File: src/rtl/wenc_pkg.sv
package wenc_pkg;

  localparam int HIST_W = 3;

  typedef struct packed {
    logic [HIST_W-1:0] hist;
    logic              had_trans;
    logic              out_clk;
    logic              out_data;
  } enc_res_t;

  // High-density rule: data delayed two cells, clock rebuilt from history.
  function automatic enc_res_t mmfm_step(input logic [HIST_W-1:0] hist,
                                         input logic had_trans,
                                         input logic rq_clk,
                                         input logic rq_data);
    enc_res_t r;
    r.hist      = {hist[HIST_W-2:0], rq_data};
    r.out_data  = r.hist[HIST_W-1];
    r.out_clk   = !r.out_data && (rq_clk || !had_trans);
    r.had_trans = r.out_data || r.out_clk;
    return r;
  endfunction

  // Low-density rule: pass-through, history left as is.
  function automatic enc_res_t fm_step(input logic [HIST_W-1:0] hist,
                                       input logic had_trans,
                                       input logic rq_clk,
                                       input logic rq_data);
    enc_res_t r;
    r.hist      = hist;
    r.had_trans = had_trans;
    r.out_clk   = rq_clk;
    r.out_data  = rq_data;
    return r;
  endfunction

endpackage

File: src/rtl/wenc_half_timer.sv
module wenc_half_timer #(
  parameter int HD_HALF = 250,
  parameter int LD_HALF = 500
) (
  input  logic clk,
  input  logic rst_n,
  input  logic run,
  input  logic hd_mode,
  output logic half_start,
  output logic data_half,
  output logic cell_end
);
  localparam int CNT_W = (LD_HALF > 1) ? $clog2(LD_HALF) : 1;

  logic [CNT_W-1:0] cnt_q;
  logic             phase_q;
  logic [CNT_W-1:0] limit_w;
  logic             last_w;

  assign limit_w = hd_mode ? CNT_W'(HD_HALF - 1) : CNT_W'(LD_HALF - 1);
  assign last_w  = (cnt_q == limit_w);

  always_ff @(posedge clk) begin
    if (!rst_n || !run) begin
      cnt_q   <= '0;
      phase_q <= 1'b0;
    end else if (last_w) begin
      cnt_q   <= '0;
      phase_q <= !phase_q;
    end else begin
      cnt_q   <= cnt_q + 1'b1;
    end
  end

  assign half_start = run && (cnt_q == '0);
  assign data_half  = phase_q;
  assign cell_end   = run && last_w && phase_q;
endmodule

File: src/rtl/wenc_cell_encoder.sv
module wenc_cell_encoder
  import wenc_pkg::*;
(
  input  logic              clk,
  input  logic              rst_n,
  input  logic              take,
  input  logic              start,
  input  logic              hd_mode,
  input  logic              rq_clk,
  input  logic              rq_data,
  output logic              enc_clk,
  output logic              enc_data,
  output logic [HIST_W-1:0] hist_out
);
  logic [HIST_W-1:0] hist_q;
  logic              had_q;
  logic [HIST_W-1:0] base_hist;
  logic              base_had;
  enc_res_t          res_w;

  assign base_hist = start ? '0 : hist_q;
  assign base_had  = start ? 1'b0 : had_q;

  always_comb begin
    if (hd_mode) res_w = mmfm_step(base_hist, base_had, rq_clk, rq_data);
    else         res_w = fm_step(base_hist, base_had, rq_clk, rq_data);
  end

  always_ff @(posedge clk) begin
    if (!rst_n) begin
      hist_q   <= '0;
      had_q    <= 1'b0;
      enc_clk  <= 1'b0;
      enc_data <= 1'b0;
    end else if (take) begin
      hist_q   <= res_w.hist;
      had_q    <= res_w.had_trans;
      enc_clk  <= res_w.out_clk;
      enc_data <= res_w.out_data;
    end
  end

  assign hist_out = hist_q;
endmodule

File: src/rtl/wenc_write_encoder.sv
module wenc_write_encoder
  import wenc_pkg::*;
#(
  parameter int HD_HALF = 250
) (
  input  logic clk,
  input  logic rst_n,
  input  logic wr_en,
  input  logic hd_mode,
  input  logic req_clk,
  input  logic req_data,
  output logic bit_take,
  output logic flux_pulse,
  output logic flux_half
);
  localparam int LD_HALF = 2 * HD_HALF;

  logic              active_q;
  logic              run_w;
  logic              start_w;
  logic              half_start_w;
  logic              cell_end_w;
  logic              enc_clk_q;
  logic              enc_data_q;
  logic [HIST_W-1:0] hist_w;

  always_ff @(posedge clk) begin
    if (!rst_n) active_q <= 1'b0;
    else        active_q <= wr_en;
  end

  assign run_w   = active_q && wr_en;
  assign start_w = wr_en && !active_q;

  wenc_half_timer #(.HD_HALF(HD_HALF), .LD_HALF(LD_HALF)) u_timer (
    .clk        (clk),
    .rst_n      (rst_n),
    .run        (run_w),
    .hd_mode    (hd_mode),
    .half_start (half_start_w),
    .data_half  (flux_half),
    .cell_end   (cell_end_w)
  );

  assign bit_take = start_w || cell_end_w;

  wenc_cell_encoder u_enc (
    .clk      (clk),
    .rst_n    (rst_n),
    .take     (bit_take),
    .start    (start_w),
    .hd_mode  (hd_mode),
    .rq_clk   (req_clk),
    .rq_data  (req_data),
    .enc_clk  (enc_clk_q),
    .enc_data (enc_data_q),
    .hist_out (hist_w)
  );

  assign flux_pulse = half_start_w && (flux_half ? enc_data_q : enc_clk_q);
endmodule

File: config.mk
export PLATFORM = sky130hd
export DESIGN_NAME = wenc_write_encoder
export DESIGN_NICKNAME = d
export VERILOG_FILES = /design/src/rtl/wenc_pkg.sv /design/src/rtl/wenc_half_timer.sv /design/src/rtl/wenc_cell_encoder.sv /design/src/rtl/wenc_write_encoder.sv
export SDC_FILE = /design/constraint.sdc
export NUM_CORES = 1
export LEC_CHECK = 0
export ABC_AREA = 1
export BUFFER_PORTS_ARGS = -buffer_cell sky130_fd_sc_hd__buf_2
export CORE_MARGIN = 2
export CORE_UTILIZATION = 57
export DETAILED_ROUTE_END_ITERATION = 10
export PLACE_DENSITY_LB_ADDON = 0.25
export SYNTH_ARGS = -nofsm -noshare
export SYNTH_HDL_FRONTEND = slang
export SYNTH_HIERARCHICAL = 1
export SYNTH_SLANG_ARGS = --single-unit
File: constraint.sdc
create_clock -name clk -period 1.85 [get_ports clk]
set_input_delay 0.555 -clock clk [delete_from_list [all_inputs] [get_ports clk]]
set_output_delay 0.555 -clock clk [all_outputs]
set_load 0.05 [all_outputs]
---- After elaboration in Yosys (flattened, before gate mapping) ----
Cells that the tools add are included.
word-level totals
  register bits ........................... 16
  logic and storage cells ................. 33
  output and inout bits ................... 3
  input bits .............................. 6
cells by class
  multiplexer cells ....................... 5
  equal/unequal tests ..................... 1
  reductions and logical operators ........ 19
  add/sub/neg operators ................... 1
operators by type and width
  kind                                                            number
  9-bit by 1-bit adder with 9-bit output (second input constant)  1
  9-bit == test                                                   1
  9-bit zero test                                                 1
  9-bit 2-to-1 mux                                                1
  1-bit logical AND                                               7
  1-bit zero test                                                 6
  5-bit 2-to-1 mux                                                1
  1-bit logical OR                                                4
  1-bit 2-to-1 mux                                                2
  2-bit 2-to-1 mux                                                1
  2-bit OR reduction                                              1

---- Depth between registers and ports, before layout ----
  depth after elaboration ................. 8
  mapped depth ............................ 12

---- By module ----
The synthesis kept the hierarchy.
by module, submodules not included
  module              seq. area each (um^2)  instances  cells an instance  area an instance (um^2)
  wenc_half_timer     200.2                  1          83                 588.1
  wenc_cell_encoder   120.1                  1          47                 314.1
  wenc_write_encoder  20.0                   1          13                 75.1

---- Worst setup path after synthesis ----
No wires, ideal clock.
  kind .................................... input-to-output
  start ................................... input port wr_en
  end ..................................... output port flux_pulse
  cell stages on the path ................. 6
  required time ........................... 1.295 ns
  path slack .............................. -0.105 ns
  data arrival time ....................... 1.400 ns
  buffers on the path ..................... 0
  path through ............................ nand2_1 inv_1 inv_1 nor4_1 nand2_1 nor2_2
between the ends
  cells in the longest elaborated chain, start to end .. 3
RTL lines
  what                    RTL line                  RTL
  from (decl)             wenc_write_encoder.sv:8   input logic wr_en,
  1-bit logical AND       wenc_write_encoder.sv:32  assign run_w = active_q && wr_en;
  named net run_w         wenc_write_encoder.sv:19  logic run_w;
  1-bit logical AND       wenc_half_timer.sv:35     assign half_start = run && (cnt_q == '0);
  named net half_start_w  wenc_write_encoder.sv:21  logic half_start_w;
  1-bit logical AND       wenc_write_encoder.sv:60  assign flux_pulse = half_start_w && (flux_half ? enc_data_q : enc_clk_q);
  to (decl)               wenc_write_encoder.sv:13  output logic flux_pulse,
The timed path passes the listed nets, and every way through them passes these cells.

---- Worst setup path in the final report ----
  start ................................... register u_timer.cnt_q[6]
  end ..................................... output port bit_take
between the ends
  cells in the longest elaborated chain, start to end .. 4
RTL lines
  what                             RTL line                  RTL
  from (decl)                      wenc_half_timer.sv:15     logic [CNT_W-1:0] cnt_q;
  from (signal assigned)           wenc_half_timer.sv:31     cnt_q <= cnt_q + 1'b1;
  9-bit == test                    wenc_half_timer.sv:21     assign last_w = (cnt_q == limit_w);
  1-bit logical AND (2 in series)  wenc_half_timer.sv:37     assign cell_end = run && last_w && phase_q;
  named net cell_end_w             wenc_write_encoder.sv:22  logic cell_end_w;
  1-bit logical OR                 wenc_write_encoder.sv:45  assign bit_take = start_w || cell_end_w;
  to (decl)                        wenc_write_encoder.sv:12  output logic bit_take,
The timed path passes the listed nets, and every way through them passes these cells.

==> results.json <==
{
  "tritoncts.num_buffers": 3,
  "setup_repair_after_global_routing_missed_its_margin": "yes",
  "grt.total_usage_pct": 25.1,
  "synthesis.nets": 146,
  "power-per-cell-area_mw_per_mm2": 531,
  "worstPathBufferInverterCount": 2,
  "crit_type": "flip-flop to output port",
  "cp.required_ns": 1.29,
  "insertion_delay_ns": 0.28,
  "ir_drop_uv": 472,
  "finalHoldViolations": 0,
  "violations": "setup timing",
  "cts_tree": "built",
  "fmax_mhz": 483,
  "average_cell_area_after_synthesis_sq_um": 6.79,
  "finish.utilization_pct": 78.2,
  "clock_path_buffers": 2,
  "tightest_slew_ns": 0.287,
  "global_route_wire_length_before_repair_um": 3570,
  "drt_first_pass_iters": 4,
  "final_std_cells_w_o_fill": 181,
  "cts_max_level": 1,
  "clock_root_cell": "sky130_fd_sc_hd__clkbuf_4",
  "dp_cells": 177,
  "synthCells": 138,
  "setup_viol": 2,
  "place.detailed.hpwl_um": 1600,
  "critPathTopFamily": "simple AND/OR/NAND/NOR gates",
  "routed_wirelength_um": 2300,
  "static-leakage-power_nw": 0.570,
  "diodes": 0,
  "worst_slew_margin_rel_pct": 80.8,
  "remaining_drc_errors": 0,
  "layout.filler_cells": 113,
  "crit_arrival_ns": 1.52,
  "status": "complete, but fails checks",
  "finClkSkew_ns": 0.00191,
  "pin_count": 9,
  "row_count": 14,
  "chipWidth_um": 44.5,
  "port_buffers": 8,
  "crit_path_cell_trace": "nand2_1, inv_1, nand2_1, nor2_1, nand4_1, nor2_1, o21bai_4, buf_6",
  "syn-cell-area_sq_um": 937,
  "fin_total_pwr_mw": 0.632,
  "numClockSinks": 16,
  "worstSetupEndpointType": "output port",
  "final.period_utilization_pct": 112,
  "pin_count_of_the_biggest_net_entering_global_routing": 10,
  "dieArea_sq_mm": 0.00198,
  "core_region_area_sq_mm": 0.00152,
  "maxSlewViolCount": 0,
  "setup.worst_path.start_class": "flip-flop",
  "grt_overflow": 0,
  "critPathMaxStageDelay_ns": 0.36,
  "antenna_found_initial": 0,
  "place_worst_setup_slack_ns": -0.260,
  "initial_cell_density_of_the_core_pct": 61.5,
  "max_cap_violations": 0,
  "setup_slack_ns": -0.221,
  "initialDrtViolationCount": 27,
  "avgRoutedWirePerCell_um": 12.7,
  "num-nets-final": 175,
  "area.growth.synth_to_final_pct": 27.1,
  "yosysWarnings": 6,
  "ant_nets": 0,
  "hold-worst-slack_ns": 0.499,
  "min-delay-path-class": "flip-flop to flip-flop",
  "place_congestion": 0.805,
  "cts-hold-fix-buffers": 0,
  "layout_min_cycle_time_ns": 2.07,
  "num_vias": 952,
  "clock_pin_slew_worst_setup_and_hold_paths_ns": 0.09,
  "drive_above_1_share_pct": 33.9,
  "first_global_vias": 890,
  "slowest_stage": "sky130_fd_sc_hd__dfxtp_2",
  "die_height_um": 44.5,
  "crit_fanout": 3,
  "vias_per_cell": 5.26
}
## power by group
| part | switching [mW] | internal (mW) | total, mW |
|---|---|---|---|
| clock network | 0.106 | 0.0756 | 0.182 |
| registers | 0.00646 | 0.353 | 0.359 |
| logic | 0.0541 | 0.0369 | 0.0910 |
| total | 0.167 | 0.465 | 0.632 |
## final cells by class
cell class	instances	area (sq um)	share of cell area, %
multi-input cells	90	513	43.1
clock buffers	3	22.5	1.89
flip-flops and latches	16	333	27.9
repair buffers	26	188	15.8
well taps	16	20.0	1.68
inverters	30	115	9.66
## tightest hold or removal path, stage by stage, from the launching register on
cell                      delay (ns)
sky130_fd_sc_hd__dfxtp_1        0.33
sky130_fd_sc_hd__nand2_1        0.08
sky130_fd_sc_hd__a21oi_2        0.05
## worst paths after layout
| check | slack, ns | end | start | depth (start not counted) |
|---|---|---|---|---|
| worst max-delay path | -0.22 | bit_take | u_timer/cnt_q[6]$_SDFF_PP0_ | 8 |
| worst min-delay path | 0.50 | u_enc/enc_clk$_SDFFE_PN0P_ | u_enc/enc_clk$_SDFFE_PN0P_ | 2 |
| worst max register to register | 0.21 | u_enc/hist_out[1]$_SDFFE_PN0P_ | u_timer/cnt_q[6]$_SDFF_PP0_ | 12 |
| worst min register to register | 0.50 | u_enc/enc_clk$_SDFFE_PN0P_ | u_enc/enc_clk$_SDFFE_PN0P_ | 2 |
## per-layer routing
metal	part of all wire (%)	wire (um)	track usage (%)	up-vias
li1	-	-	-	471
met1	40	923	27.6	427
met2	51	1170	43.2	46
met3	6.0	138	4.90	8
met4	3.2	73	16.4	0
met5	0	0	0	-
## registers in the layout (all words and copies together), names as in the netlist
name               flops
u_timer/cnt_q          9
u_enc/enc_data         1
u_enc/enc_clk          1
active_q               1
u_enc/had_q            1
u_timer/data_half      1
u_enc/hist_out         2
## per-stage QoR
| step | TNS [ns] | area, sq um |
|---|---|---|
| 6_report | -0.425 | 1190 |
| 3_5_place_dp | -0.464 | 1110 |
| 2_1_floorplan | 0 | 950 |
| 3_3_place_gp | -0.462 | 1110 |
| 4_1_cts | -0.429 | 1170 |
| 5_1_grt | -0.563 | 1190 |
## placed cells by master (no fill, tap or decap), types with 2 or more instances in the layout
| cell type | instances |
|---|---|
| sky130_fd_sc_hd__buf_2 | 6 |
| sky130_fd_sc_hd__inv_2 | 5 |
| sky130_fd_sc_hd__nor2_2 | 2 |
| sky130_fd_sc_hd__o21ai_4 | 2 |
| sky130_fd_sc_hd__dfxtp_1 | 8 |
| sky130_fd_sc_hd__buf_4 | 18 |
| sky130_fd_sc_hd__dfxtp_2 | 7 |
| sky130_fd_sc_hd__o21ai_0 | 3 |
| sky130_fd_sc_hd__nand2_2 | 2 |
| sky130_fd_sc_hd__nand3_1 | 6 |
| sky130_fd_sc_hd__nand3_2 | 2 |
| sky130_fd_sc_hd__a21oi_1 | 4 |
| sky130_fd_sc_hd__nand2_1 | 26 |
| sky130_fd_sc_hd__nand3b_1 | 2 |
| sky130_fd_sc_hd__nor2_1 | 25 |
| sky130_fd_sc_hd__nand4_1 | 3 |
| sky130_fd_sc_hd__buf_6 | 2 |
| sky130_fd_sc_hd__xor2_1 | 4 |
| sky130_fd_sc_hd__inv_1 | 24 |
| sky130_fd_sc_hd__clkbuf_4 | 3 |
## timing repair
item / in CTS / in global routing
pin swaps: 0 / 2
setup endpoints to repair: 2 / 2
gates resized for setup: 14 / 6
setup buffers: 0 / 1
Power figures use the tool's default switching activity.
